==> config.mk <==
export PLATFORM = sky130hd
export DESIGN_NAME = link_port_ctl
export DESIGN_NICKNAME = d
export VERILOG_FILES = /design/src/rtl/link_port_pkg.sv /design/src/rtl/link_port_framer.sv /design/src/rtl/link_port_pres.sv /design/src/rtl/link_port_irq.sv /design/src/rtl/link_port_ctl.sv
export SDC_FILE = /design/constraint.sdc
export NUM_CORES = 1
export LEC_CHECK = 0
export ABC_CLOCK_PERIOD_IN_PS = 3100
export BUFFER_PORTS_ARGS = -buffer_cell sky130_fd_sc_hd__buf_2
export CAP_MARGIN = 20
export CORE_MARGIN = 8
export CORE_UTILIZATION = 50
export DETAILED_ROUTE_END_ITERATION = 8
export GPL_TIMING_DRIVEN = 0
export PLACE_DENSITY = 0.9
export REMOVE_ABC_BUFFERS = 1
export SKIP_LAST_GASP = 1
export SYNTH_ARGS = -nofsm -noshare
export SYNTH_HDL_FRONTEND = slang
export SYNTH_SLANG_ARGS = --single-unit
export TNS_END_PERCENT = 20
==> constraint.sdc <==
create_clock -name clk_i -period 3.1 [get_ports clk_i]
set_input_delay 0.31 -clock clk_i [delete_from_list [all_inputs] [get_ports clk_i]]
set_output_delay 0.31 -clock clk_i [all_outputs]
set_load 0.01 [all_outputs]
==> src/rtl/link_port_pkg.sv <==
package link_port_pkg;
  localparam int SZ_W   = 3;
  localparam int CRED_W = 5;
  localparam int CFG_W  = 10;
  localparam int RD_W   = CFG_W + 2 * SZ_W + 3;
  localparam logic [SZ_W-1:0]   SZ_RST   = 3'd5;
  localparam logic [SZ_W-1:0]   SZ_SAT   = 3'd5;
  localparam logic [CRED_W-1:0] CRED_MAX = 5'd25;

  typedef struct packed {
    logic            ie_pres;
    logic            ie_frame;
    logic            port_en;
    logic            retry_dis;
    logic [SZ_W-1:0] rsp_sz;
    logic [SZ_W-1:0] req_sz;
  } cfg_t;

  localparam cfg_t CFG_RST = '{ie_pres: 1'b0, ie_frame: 1'b0, port_en: 1'b0,
                               retry_dis: 1'b0, rsp_sz: SZ_RST, req_sz: SZ_RST};

  function automatic logic [CRED_W-1:0] size_to_credits(input logic [SZ_W-1:0] code);
    if (code >= SZ_SAT) return CRED_MAX;
    return {{(CRED_W-1){1'b0}}, 1'b1} << code;
  endfunction
endpackage

==> src/rtl/link_port_framer.sv <==
module link_port_framer
  import link_port_pkg::*;
#(
  parameter int FRAME_CNT = 256
) (
  input  logic            clk_i,
  input  logic            rst_ni,
  input  logic            en_i,
  input  logic            stb_i,
  input  logic            ok_i,
  input  logic            idle_i,
  input  logic            ack_i,
  input  logic [SZ_W-1:0] req_sz_i,
  input  logic [SZ_W-1:0] rsp_sz_i,
  output logic            det_o,
  output logic            det_set_o,
  output logic            ack_o,
  output logic [SZ_W-1:0] peer_req_o,
  output logic [SZ_W-1:0] peer_rsp_o
);
  localparam int CW = $clog2(FRAME_CNT + 1);
  localparam logic [CW-1:0] LAST = CW'(FRAME_CNT - 1);
  localparam logic [CW-1:0] FULL = CW'(FRAME_CNT);

  logic [CW-1:0] cnt_q;
  logic          good;

  assign good      = stb_i & ok_i & idle_i;
  assign det_set_o = en_i & ~det_o & good & (cnt_q == LAST);

  always_ff @(posedge clk_i or negedge rst_ni) begin
    if (!rst_ni) begin
      cnt_q      <= '0;
      det_o      <= 1'b0;
      ack_o      <= 1'b0;
      peer_req_o <= '0;
      peer_rsp_o <= '0;
    end else if (!en_i) begin
      // initialization: status restarts
      cnt_q <= '0;
      det_o <= 1'b0;
      ack_o <= 1'b0;
    end else begin
      if (good) begin
        peer_req_o <= req_sz_i;
        peer_rsp_o <= rsp_sz_i;
        if (ack_i) ack_o <= 1'b1;
      end
      if (!det_o) begin
        if (good) begin
          if (cnt_q == LAST) begin
            det_o <= 1'b1;
            cnt_q <= FULL;
          end else begin
            cnt_q <= cnt_q + 1'b1;
          end
        end else if (stb_i) begin
          cnt_q <= '0;
        end
      end
    end
  end

  a_r3_peer_capture: assert property (@(posedge clk_i) disable iff (!rst_ni)
    en_i && good |=> peer_req_o == $past(req_sz_i) && peer_rsp_o == $past(rsp_sz_i));
  a_r4_detect_on_good: assert property (@(posedge clk_i) disable iff (!rst_ni)
    $rose(det_o) |-> $past(good));
  a_r5_break_restarts: assert property (@(posedge clk_i) disable iff (!rst_ni)
    en_i && !det_o && stb_i && !good |=> cnt_q == '0);
  a_r6_ack_sticky: assert property (@(posedge clk_i) disable iff (!rst_ni)
    en_i && ack_o |=> ack_o);
  a_r7_init_clears: assert property (@(posedge clk_i) disable iff (!rst_ni)
    !en_i |=> !det_o && !ack_o && cnt_q == '0);
endmodule

==> src/rtl/link_port_pres.sv <==
module link_port_pres (
  input  logic clk_i,
  input  logic rst_ni,
  input  logic pres_i,
  output logic pres_o,
  output logic chg_o
);
  logic s1_q, s2_q, s3_q;

  always_ff @(posedge clk_i or negedge rst_ni) begin
    if (!rst_ni) begin
      s1_q <= 1'b0;
      s2_q <= 1'b0;
      s3_q <= 1'b0;
    end else begin
      s1_q <= pres_i;
      s2_q <= s1_q;
      s3_q <= s2_q;
    end
  end

  assign pres_o = s2_q;
  assign chg_o  = s2_q ^ s3_q;

  a_r10_sync_delay: assert property (@(posedge clk_i) disable iff (!rst_ni)
    !$past(pres_i, 2) |-> !pres_o);
endmodule

==> src/rtl/link_port_irq.sv <==
module link_port_irq (
  input  logic clk_i,
  input  logic rst_ni,
  input  logic ie_frame_i,
  input  logic ie_pres_i,
  input  logic frame_set_i,
  input  logic pres_chg_i,
  output logic irq_o
);
  logic pend_frame_q, pend_pres_q;

  always_ff @(posedge clk_i or negedge rst_ni) begin
    if (!rst_ni) begin
      pend_frame_q <= 1'b0;
      pend_pres_q  <= 1'b0;
    end else begin
      pend_frame_q <= ie_frame_i & (pend_frame_q | frame_set_i);
      pend_pres_q  <= ie_pres_i  & (pend_pres_q  | pres_chg_i);
    end
  end

  assign irq_o = pend_frame_q | pend_pres_q;

  a_r9_frame_irq: assert property (@(posedge clk_i) disable iff (!rst_ni)
    ie_frame_i && frame_set_i |=> irq_o);
  a_r10_pres_irq: assert property (@(posedge clk_i) disable iff (!rst_ni)
    ie_pres_i && pres_chg_i |=> irq_o);
  a_r12_enable_drop: assert property (@(posedge clk_i) disable iff (!rst_ni)
    !ie_frame_i && !ie_pres_i |=> !irq_o);
endmodule

==> src/rtl/link_port_ctl.sv <==
module link_port_ctl
  import link_port_pkg::*;
#(
  parameter int FRAME_CNT = 256
) (
  input  logic              clk_i,
  input  logic              rst_ni,
  input  logic              cfg_we_i,
  input  logic [CFG_W-1:0]  cfg_wdata_i,
  output logic [RD_W-1:0]   cfg_rdata_o,
  input  logic              flit_stb_i,
  input  logic              flit_ok_i,
  input  logic              flit_idle_i,
  input  logic              flit_ack_i,
  input  logic [SZ_W-1:0]   flit_req_sz_i,
  input  logic [SZ_W-1:0]   flit_rsp_sz_i,
  input  logic              pres_i,
  output logic              sync_o,
  output logic              llr_en_o,
  output logic              link_up_o,
  output logic              drv_en_o,
  output logic              abort_o,
  output logic              irq_o,
  output logic [SZ_W-1:0]   tx_req_sz_o,
  output logic [SZ_W-1:0]   tx_rsp_sz_o,
  output logic [CRED_W-1:0] tx_req_credits_o,
  output logic [CRED_W-1:0] tx_rsp_credits_o,
  output logic [CRED_W-1:0] peer_req_credits_o,
  output logic [CRED_W-1:0] peer_rsp_credits_o
);
  localparam int NDEC = 4;

  cfg_t            cfg_q;
  logic            det, det_set, ack_det, pres_s, pres_chg;
  logic [SZ_W-1:0] peer_req, peer_rsp;
  logic [NDEC-1:0][SZ_W-1:0]   dec_in;
  logic [NDEC-1:0][CRED_W-1:0] dec_out;

  always_ff @(posedge clk_i or negedge rst_ni) begin
    if (!rst_ni)       cfg_q <= CFG_RST;
    else if (cfg_we_i) cfg_q <= cfg_t'(cfg_wdata_i);
  end

  link_port_framer #(.FRAME_CNT(FRAME_CNT)) i_framer (
    .clk_i      (clk_i),
    .rst_ni     (rst_ni),
    .en_i       (cfg_q.port_en),
    .stb_i      (flit_stb_i),
    .ok_i       (flit_ok_i),
    .idle_i     (flit_idle_i),
    .ack_i      (flit_ack_i),
    .req_sz_i   (flit_req_sz_i),
    .rsp_sz_i   (flit_rsp_sz_i),
    .det_o      (det),
    .det_set_o  (det_set),
    .ack_o      (ack_det),
    .peer_req_o (peer_req),
    .peer_rsp_o (peer_rsp)
  );

  link_port_pres i_pres (
    .clk_i  (clk_i),
    .rst_ni (rst_ni),
    .pres_i (pres_i),
    .pres_o (pres_s),
    .chg_o  (pres_chg)
  );

  link_port_irq i_irq (
    .clk_i       (clk_i),
    .rst_ni      (rst_ni),
    .ie_frame_i  (cfg_q.ie_frame),
    .ie_pres_i   (cfg_q.ie_pres),
    .frame_set_i (det_set),
    .pres_chg_i  (pres_chg),
    .irq_o       (irq_o)
  );

  assign dec_in = {peer_rsp, peer_req, cfg_q.rsp_sz, cfg_q.req_sz};

  for (genvar g = 0; g < NDEC; g++) begin : g_dec
    assign dec_out[g] = size_to_credits(dec_in[g]);
  end

  assign tx_req_credits_o   = dec_out[0];
  assign tx_rsp_credits_o   = dec_out[1];
  assign peer_req_credits_o = dec_out[2];
  assign peer_rsp_credits_o = dec_out[3];

  assign tx_req_sz_o = cfg_q.req_sz;
  assign tx_rsp_sz_o = cfg_q.rsp_sz;
  assign sync_o      = cfg_q.port_en;
  // retry stays off until framing is complete
  assign llr_en_o    = det & cfg_q.port_en & ~cfg_q.retry_dis;
  assign link_up_o   = det & cfg_q.port_en & pres_s;
  assign drv_en_o    = cfg_q.port_en & pres_s;
  assign abort_o     = ~pres_s;
  assign cfg_rdata_o = {pres_s, det, ack_det, peer_rsp, peer_req, cfg_q};

  a_r1_credit_range: assert property (@(posedge clk_i) disable iff (!rst_ni)
    (tx_req_credits_o == CRED_MAX || $countones(tx_req_credits_o) == 1) &&
    (peer_req_credits_o == CRED_MAX || $countones(peer_req_credits_o) == 1));
  a_r2_cfg_write: assert property (@(posedge clk_i) disable iff (!rst_ni)
    cfg_we_i |=> tx_req_sz_o == $past(cfg_wdata_i[2:0]) && tx_rsp_sz_o == $past(cfg_wdata_i[5:3]));
  a_r8_llr_framed: assert property (@(posedge clk_i) disable iff (!rst_ni)
    llr_en_o |-> cfg_rdata_o[17] && sync_o);
  a_r11_absent: assert property (@(posedge clk_i) disable iff (!rst_ni)
    !$past(pres_i, 2) |-> !drv_en_o && abort_o && !link_up_o);
endmodule

==> impl_summary.md, run 1 <==
Status
The run finished with clean final reports.

Place
The congestion estimate from routability-driven global placement came to 0.746. The number of port buffers is 74. After detailed placement, the total cell area comes to 1910 um2.

The placed wire-length estimate after detailed placement is 2.75 mm. Prior to clock tree synthesis, the placed netlist has a worst setup slack of 1.25 ns.

Critical path
The worst setup path is launched from a register. Walking the worst path, the cells encountered are ha_1 -> nand2_1 -> nor3_1 -> ha_1 -> nor2_1 -> o21ai_1 -> nor2_1. The reg-to-reg setup timing slack is 1.21 ns.

The slowest stage of the critical path belongs to the cell o21ai_1. The peak per-stage delay on the critical path is 0.43 ns. The data arrival time of the critical path is 2.08 ns. The critical register-to-register path startpoint is i_framer.cnt_q[0]. The kind of cell adding the most delay to the critical path is adder cells.

In this run the worst setup path begins at i_framer.cnt_q[0]. The capturing element of the worst setup path is i_framer.cnt_q[4]. Data on the critical path is required at its endpoint by 3.29 ns.

The worst register-to-register path ends at i_framer.cnt_q[4]. The worst setup path is of the reg -> reg kind. The cell depth of the worst setup path is 7. The sum of buffers and inverters on the critical path is 0.

The depth of the most critical reg-to-reg path is 7. In this run the worst path has a maximum fanout of 6. The worst setup path is captured at a register.

Clocking
CTS built an H-tree with a depth of 2. In this run the post-CTS setup repair buffer count came out at 0. The clock buffer count from CTS is 5.

The TritonCTS sink count is 32. The cts-stage hold buffer count is 0. For the worst-skew pair, the clock arrives at the later sink with an insertion delay of 0.33 ns. TritonCTS built the clock tree. The worst-case clock buffer depth is 2.

Post-CTS repair changed the size of 0 cells. Clock-pin slew was measured on the worst setup and hold paths at 0.10 ns. The buffer type at the clock tree root is clkbuf_4.

STA
The worst path in the final design needs a cycle of 1.89 ns, including I/O delays and setup. Between clock sinks in the finished design, the worst skew comes to 0.0188 ns. The post-route worst hold slack is 0.00461 ns. The worst slew margin relative to its limit is 55.4%. The number of max-slew violations in the final report was 0. The setup violation total in the final timing report is 0. The transition time of the tightest slew-check pin is 0.669 ns. Setup repair after global routing left no endpoint under its margin. The final total negative setup slack is 0 ns. The final-report hold violation count was 0. The worst path meets setup with 1.21 ns of slack. Derived from the worst setup path, the maximum achievable clock frequency is 528 MHz. The final worst-path cycle share is 61.1%.

Layout
The area of all placed cells without fillers is 1960 um2. Leaving out fill and tap cells, the most frequent cells in the layout are buf_2 (74), dfrtp_1 (28), nand2_1 (27), nor2_1 (18), mux2_2 (10). The number of antenna diodes is 0. The most frequent standard cell in the layout excluding fill and tap cells is buf_2. In the final layout, the share of cells above drive strength 1 is 43.9%. The layout overhead on the synthesized area is 21.4%. The net count of the finished layout is 248.

Worst hold path
The tightest min-delay check is of the in -> async type.

Synthesis
Synthesis produced a netlist whose cell count is 161. Summing every instance area after synthesis gives 1620 um2. The synthesized design spends more area on one cell type than any other, namely dfrtp_1. The sequential share of the synthesized area is 49.8%. The Yosys step of the flow raised 0 warnings. The number of distinct library cell variants in the gate-level netlist after synthesis is 34. The area share of the leading cell type in the synthesized netlist is 43.3%. The register bit total from synthesis is 32.

The mean area per synthesized cell is 10.0 um2. In the post-synthesis netlist, the biggest area contributors are dfrtp_1 (43%), mux2_2 (7.0%), dfstp_2 (6.5%).

Floorplan
The horizontal die dimension is 72.9 um. The die area is 5310 um2. The core box area is 3080 um2. Once the floorplan was initialized, standard cells occupied 52.5% of the core. The cell row count is 20. The height of the die is 72.9 um. The boundary pin count is 75.

Global routing
The first global-routing pass estimated 5.65 mm of wire. Entering global routing, the biggest net connects 33 pins. Global routing used 13.6% of the available tracks.

The number of global-route vias before repair is 1261. The number of antenna violations at the first check in global routing is 0. The overall overflow remaining after global route is 0.

Drt
The routed layout has 1300 vias. After detailed routing, the total wire length is 3.47 mm. Dividing the detail-routed wire length by the instance count gives 13.0 um. For this run, design rule violations remaining after detail routing come to 0. The detailed-router iteration count before antenna repair is 5. The detailed router finished its first iteration with 60 violations. The post-detailed-route count of antenna-violating nets is 0.

The vias per cell is 4.87.

Flow run
The tool flagged a number of max-cap violations equal to 0.

Power and ir drop
The total power is 995 uW. The total power divided by cell area is 507 nW/um2. Across the VDD grid, the largest voltage drop is 0.000252 V. For this design the static power due to leakage is 1.01 nW.
worst register-to-register path: cells and delay by family, from the launching register on:
kind            cells  cell delay (ns)
fa+ha+maj           2             0.46
simple gates        4             0.45
compound gates      1             0.43
flops               1             0.41
synth_stat cells, drive strengths merged:
cell and count:
buf 14, o21ai 2, a2111oi 1, nand4 1, a211oi 2, a21oi 6
xor2 5, nand3 4, nor3 1, nor2 19, dfrtp 28, o31ai 1
or2 1, a21o 1, a21boi 1, inv 3, clkbuf 6, mux2 10
and2 2, nand2 27, o21a 2, a22o 1, dfstp 4, nor4 1
and4 1, xnor2 6, nand2b 1, nor3b 8, ha 2
cell families (layout without fill, tap and decap cells):
| group | Yosys count | count (layout) | share of synthesized area [%] |
|---|---|---|---|
| AOI/OAI and AO/OA | 17 | 17 | 7.97 |
| xor gates and xnor gates | 11 | 11 | 5.96 |
| adders and majority gates | 2 | 2 | 1.55 |
| buffers and inverters | 23 | 85 | 8.67 |
| DFF | 32 | 32 | 49.8 |
| muxes | 10 | 10 | 6.97 |
| and+or+nand+nor | 66 | 66 | 19.0 |
registers in the layout (all words and copies together), names as in the netlist:
name	count
i_framer.cnt_q	9
cfg_rdata_o	3
i_framer.peer_req_o	3
i_framer.peer_rsp_o	3
tx_req_sz_o	3
tx_rsp_sz_o	3
i_framer.ack_o	1
i_framer.det_o	1
i_irq.pend_frame_q	1
i_irq.pend_pres_q	1
i_pres.pres_o	1
i_pres.s1_q	1
i_pres.s3_q	1
sync_o	1
worst min path at each step:
| stage | startpoint | endpoint | slack [ns] | depth (start not counted) |
|---|---|---|---|---|
| final | rst_ni | cfg_rdata_o[8] | 0.005 | 1 |
| after global routing | rst_ni | i_framer.cnt_q[0] | 0.04 | 1 |
| after CTS | rst_ni | i_framer.cnt_q[0] | 0.02 | 1 |
| after detailed placement | i_pres.s1_q | i_pres.pres_o | 0.34 | 0 |
| after global placement | i_pres.s1_q | i_pres.pres_o | 0.33 | 0 |
| after floorplan | rst_ni | cfg_rdata_o[6] | 0.01 | 0 |
metal layers:
| metal | vias to the layer above | global-route usage (%) | part of all wire, % |
|---|---|---|---|
| li1 | 646 | - | - |
| met1 | 610 | 14.6 | 41 |
| met2 | 38 | 23.5 | 50 |
| met3 | 6 | 5.22 | 8.3 |
| met4 | 0 | 5.11 | 1.1 |
| met5 | - | 0 | 0 |
layout make-up:
cell class | count | area [um2]
Inverter | 3 | 11.3
Tap cell | 44 | 55.1
Multi-Input combinational cell | 106 | 671
Fill cell | 271 | 1110
Sequential cell | 32 | 806
Clock buffer | 7 | 45.0
Clock inverter | 1 | 5.00
Timing Repair Buffer | 74 | 370
power breakdown:
group / internal (mW) / switching, mW / total (mW)
Sequential: 0.457 / 0.0538 / 0.511
Combinational: 0.123 / 0.143 / 0.267
Clock: 0.0882 / 0.129 / 0.217
Total: 0.669 / 0.326 / 0.995
metrics by stage:
stage | util [%] | std cells
floorplan | - | 141
global placement | 62.2 | 259
detailed placement | 62.2 | 259
CTS | 63.8 | 267
global route | 63.8 | 267
finish | 63.8 | 267
Power figures use the tool's default switching activity.
==> run 2: changes to the inputs <==
Settings changed: ABC_AREA set to 1, ABC_CLOCK_PERIOD_IN_PS 3100 to 1700, CORE_UTILIZATION 50 to 42, PLACE_DENSITY 0.9 to 0.81.
Clock period 3.1 ns to 1.7 ns, I/O delays scaled along.
==> run 2 against run 1 <==
Register-to-register slack lost 1.1 ns. Critical path depth is the same. Setup slack lost 1.1 ns. Sequential power grew 77%. Cell count grew 17%. Clock-buffer cell count shrank 2. Combinational power grew 87%. Clock skew shrank 0.013 ns. First-iteration DRC count shrank 40%. Core utilization shrank 7.7 points. Critical path type unchanged. Largest cell class unchanged.
==> impl_summary.md, run 2 <==
STA
The final-report hold violation count was 0 (unchanged). The worst slew margin relative to its limit is 54.5% (was 55.4%). The worst clock skew was 0.00587 ns (was 0.0188 ns). Unrepaired setup endpoints after global routing: true (was false). The minimum clock period was 1.59 ns (was 1.89 ns). The post-route worst hold slack came to 0.0830 ns (was 0.00461 ns). The worst setup slack after layout came to 0.107 ns (was 1.21 ns). The final worst-path cycle share came to 93.7% (was 61.1%). The setup violation total in the final timing report is 0 (unchanged). The transition time of the tightest slew-check pin is 0.682 ns (was 0.669 ns). The fmax is 628 MHz (was 528 MHz). The final total negative setup slack is 0 ns (unchanged). The number of max-slew violations in the final report is 0 (unchanged).

Worst hold path
In this run the most critical hold path is launched from cfg_wdata_i[8]. Along the worst hold path, the cell count comes to 3. The worst min-delay path class is in -> reg (was in -> async). The path with the worst hold slack has its endpoint at cfg_rdata_o[8].

Layout
The area of all placed cells without fillers was 2070 um2 (was 1960 um2). The fraction of the core area covered by cells at the end of the flow is 56.1% (was 63.8%). Commonest cells after routing, fill and taps aside: buf_2 (74), nand2_1 (39), inv_1 (30), dfrtp_1 (28), o21ai_0 (24) (was buf_2 (74), dfrtp_1 (28), nand2_1 (27), nor2_1 (18), mux2_2 (10)). The final layout net count is 289 (was 248). The layout overhead on the synthesized area came to 26.7% (was 21.4%). The number of antenna diodes is 0 (unchanged). The share of layout cells above drive strength 1 is 37.9% (was 43.9%). The number of standard cells in the final layout excluding fillers is 312 (was 267). The number of flip-flops under the largest register name is 9 (unchanged). The register with the most flip-flops is i_framer.cnt_q (unchanged). The most frequent standard cell in the layout excluding fill and tap cells is buf_2 (unchanged).

Global routing
The overall overflow remaining after global route is 0 (unchanged). The overall track demand over capacity in global routing is 13.0% (was 13.6%). The number of antenna violations at the first check in global routing is 0 (unchanged). The number of global-route vias before repair is 1542 (was 1261). The largest net degree at the start of global routing is 33 (unchanged). The wire length of the first global-routing pass was 6.60 mm (was 5.65 mm).

Clocking
The TritonCTS sink count is 32 (unchanged). The buffer type at the clock tree root was clkbuf_8 (was clkbuf_4). The TritonCTS clock tree is yes (unchanged). The maximum level of the CTS H-tree is 2 (unchanged). The clock latency at the later pin of the worst-skew pair is 0.29 ns (was 0.33 ns). The register clock-pin slew on the reported worst setup and hold paths is 0.07 ns (was 0.10 ns). The clock buffer count from CTS came to 5 (unchanged).

The worst-case clock buffer depth is 2 (unchanged).

Critical path
Sequence of cells on the critical path: ha_2 -> nand2_2 -> inv_1 -> nand4_1 -> nor2_1 -> ha_2 -> o31ai_1 (was ha_1 -> nand2_1 -> nor3_1 -> ha_1 -> nor2_1 -> o21ai_1 -> nor2_1). The terminus of the critical flop-to-flop path is i_framer.cnt_q[8] (was i_framer.cnt_q[4]). The peak per-stage delay on the critical path is 0.38 ns (was 0.43 ns).

The critical register-to-register path startpoint is i_framer.cnt_q[1] (was i_framer.cnt_q[0]). The worst path required time is 1.89 ns (was 3.29 ns). The data arrival time of the critical path is 1.78 ns (was 2.08 ns). The kind of cell adding the most delay to the critical path is adder cells (unchanged). The sort of element at the start of the critical path is a register (unchanged). The reg-to-reg setup timing slack came to 0.11 ns (was 1.21 ns). The depth of the most critical reg-to-reg path is 7 (unchanged). The sum of buffers and inverters on the critical path is 1 (was 0). The cell repeated most along the worst path is ha_2.

The worst setup path category is reg -> reg (unchanged). The slowest stage cell on the critical path is dfrtp_1 (was o21ai_1). The peak fanout along the critical path was 3 (was 6). The endpoint kind of the worst setup timing path is a register (unchanged).

Drt
The wire length reported by the detailed router is 3.87 mm (was 3.47 mm). The final routed DRC violation total is 0 (unchanged). The total via count after detailed routing came to 1468 (was 1300). The detailed-router iteration count before antenna repair is 4 (was 5).

The vias per cell was 4.71 (was 4.87). The initial DRC count is 36 (was 60). The wire length per cell is 12.4 um (was 13.0 um). The post-detailed-route count of antenna-violating nets is 0 (unchanged).

Synthesis
Area contributors post-synth: dfrtp_1 (43%), nand2_1 (9.2%), o21ai_0 (7.4%) (was dfrtp_1 (43%), mux2_2 (7.0%), dfstp_2 (6.5%)). The number of enable-type register cells in the synthesized netlist was 0 (unchanged). The sequential share of the synthesized area was 49.3% (was 49.8%).

The area fraction in compound gates after synthesis came to 10.7% (was 7.97%). The XOR/XNOR share of the synthesized area is 0.536% (was 5.96%). The area share of the leading cell type in the synthesized netlist is 42.9% (was 43.3%). The netlist area before placement was 1630 um2 (was 1620 um2). The number of instances in the synthesized netlist is 198 (was 161). The cell with the most instances after synthesis is nand2_1 (was dfrtp_1). Leading cell types by count after synthesis: nand2_1 (40), inv_1 (30), dfrtp_1 (28) (was dfrtp_1 (28), nand2_1 (27), nor2_1 (18)). The multiplexer area fraction after synthesis is 1.38% (was 6.97%). The mean area per synthesized cell is 8.25 um2 (was 10.0 um2).

The fraction of synthesis flops using an asynchronous set or reset pin came to 100% (unchanged). The register bit total from synthesis is 32 (unchanged). The number of synthesis warnings is 0 (unchanged).

The dominant combinational cell family by area after synthesis is simple AND/OR/NAND/NOR gates (unchanged). The number of distinct library cell variants in the gate-level netlist after synthesis is 27 (was 34). The adder-cell share of the synthesized area is 1.53% (was 1.55%).

The cell taking the most area after synthesis is dfrtp_1 (unchanged). The post-synthesis share of cell area spent on and, or, nand and nor gates came to 21.6% (was 19.0%). The primary flip-flop cell chosen by synthesis mapping is dfrtp_1 (unchanged).

Power and ir drop
The share of total power in sequential cells is 45.8% (was 51.4%). The peak ir drop on the vdd network was 0.000555 V (was 0.000252 V). The switching share of total power is 33.1% (was 32.8%). The internal portion of total power is 1.32 mW (was 669 uW).

The total power is 1.98 mW (was 995 uW). The share of power burned in the clock network is 29.0% (was 21.8%). The reported leakage power is 1.15 nW (was 1.01 nW).

The net switching component of the power is 655 uW (was 326 uW). The total power divided by cell area is 957 nW/um2 (was 507 nW/um2). The power share of the combinational group is 25.3% (was 26.8%).

Place
The number of port buffers is 74 (unchanged). The placed standard-cell area is 1940 um2 (was 1910 um2). The number of placed instances with taps included is 301 (was 259). The worst slack at placement is 0.0436 ns (was 1.25 ns). The final weighted congestion of routability-driven global placement is 0.826 (was 0.746). The placed wire-length estimate after detailed placement is 2.97 mm (was 2.75 mm).

Floorplan
The core box area came to 3690 um2 (was 3080 um2). The horizontal die dimension was 78.4 um (was 72.9 um). The boundary pin count is 75 (unchanged). The die area came to 6140 um2 (was 5310 um2). The cell row count is 22 (was 20). The initial core utilization is 44.3% (was 52.5%).

The height of the die is 78.4 um (was 72.9 um).

Flow run
The total of max-cap violations is 0 (unchanged).

Status
Outcome: completed (unchanged).
[run 2: cell types whose count changed in the layout (fill, tap and decap cells not counted), moves of 6 or more]
cell | previous run | this run
nor3_1 | 1 | 8
nor3b_1 | 8 | 0
inv_1 | 3 | 30
xnor2_1 | 6 | 0
mux2_2 | 10 | 2
nand2_1 | 27 | 39
o21ai_0 | 1 | 24
[run 2: tightest hold or removal path: stages]
cell and delay, ns:
buf_2 0.08, nand2_1 0.03, o21ai_0 0.05
[run 2: layout make-up]
type	count	area (um2)
clock buffer	5	68.8
clock inverter	3	18.8
fill	367	1620
inverter	32	121
multi-input combinational	115	596
sequential	32	806
tap	48	60.1
timing repair buffer	77	398
[run 2: logic make-up (layout without fill, tap and decap cells)]
group,after synthesis,count (layout)
buffers and inverters,51,117
AND/OR/NAND/NOR,79,79
AO/OA/AOI/OAI,31,31
adder cells (fa/ha/maj),2,2
XOR/XNOR,1,1
flip-flops,32,32
multiplexers,2,2
[run 2: routing by layer]
layer	up-vias	GRT usage, %	routed length [um]
met1	671	14.1	1660
li1	741	-	-
met5	-	0	0
met4	0	5.19	61
met2	47	22.0	1880
met3	9	5.69	265
[run 2: worst max path at each step]
stage / depth (start not counted) / end / from
after detailed placement: 9 / i_framer.cnt_q[2] / i_framer.cnt_q[1]
after global placement: 9 / i_framer.cnt_q[4] / i_framer.cnt_q[1]
final: 7 / i_framer.cnt_q[8] / i_framer.cnt_q[1]
after CTS: 9 / i_framer.cnt_q[4] / i_framer.cnt_q[1]
after global routing: 7 / i_framer.cnt_q[8] / i_framer.cnt_q[1]
after floorplan: 9 / i_framer.cnt_q[2] / i_framer.cnt_q[0]
[run 2: power groups by stage]
stage,logic (mW),registers (mW),clock network [mW]
finish,0.500,0.906,0.574
global route,0.561,0.916,0.627
CTS,0.512,0.906,0.598
detailed placement,0.507,0.920,0
global placement,0.496,0.916,0
floorplan,0.199,0.961,0
[run 2: repair_timing]
item / 4_1_cts / 5_1_grt
hold buffers: 2 / 0
setup endpoints to repair: 0 / 10
resized for setup: 0 / 4
endpoints found under the hold margin: 29 / 0
buffers inserted: 0 / 1
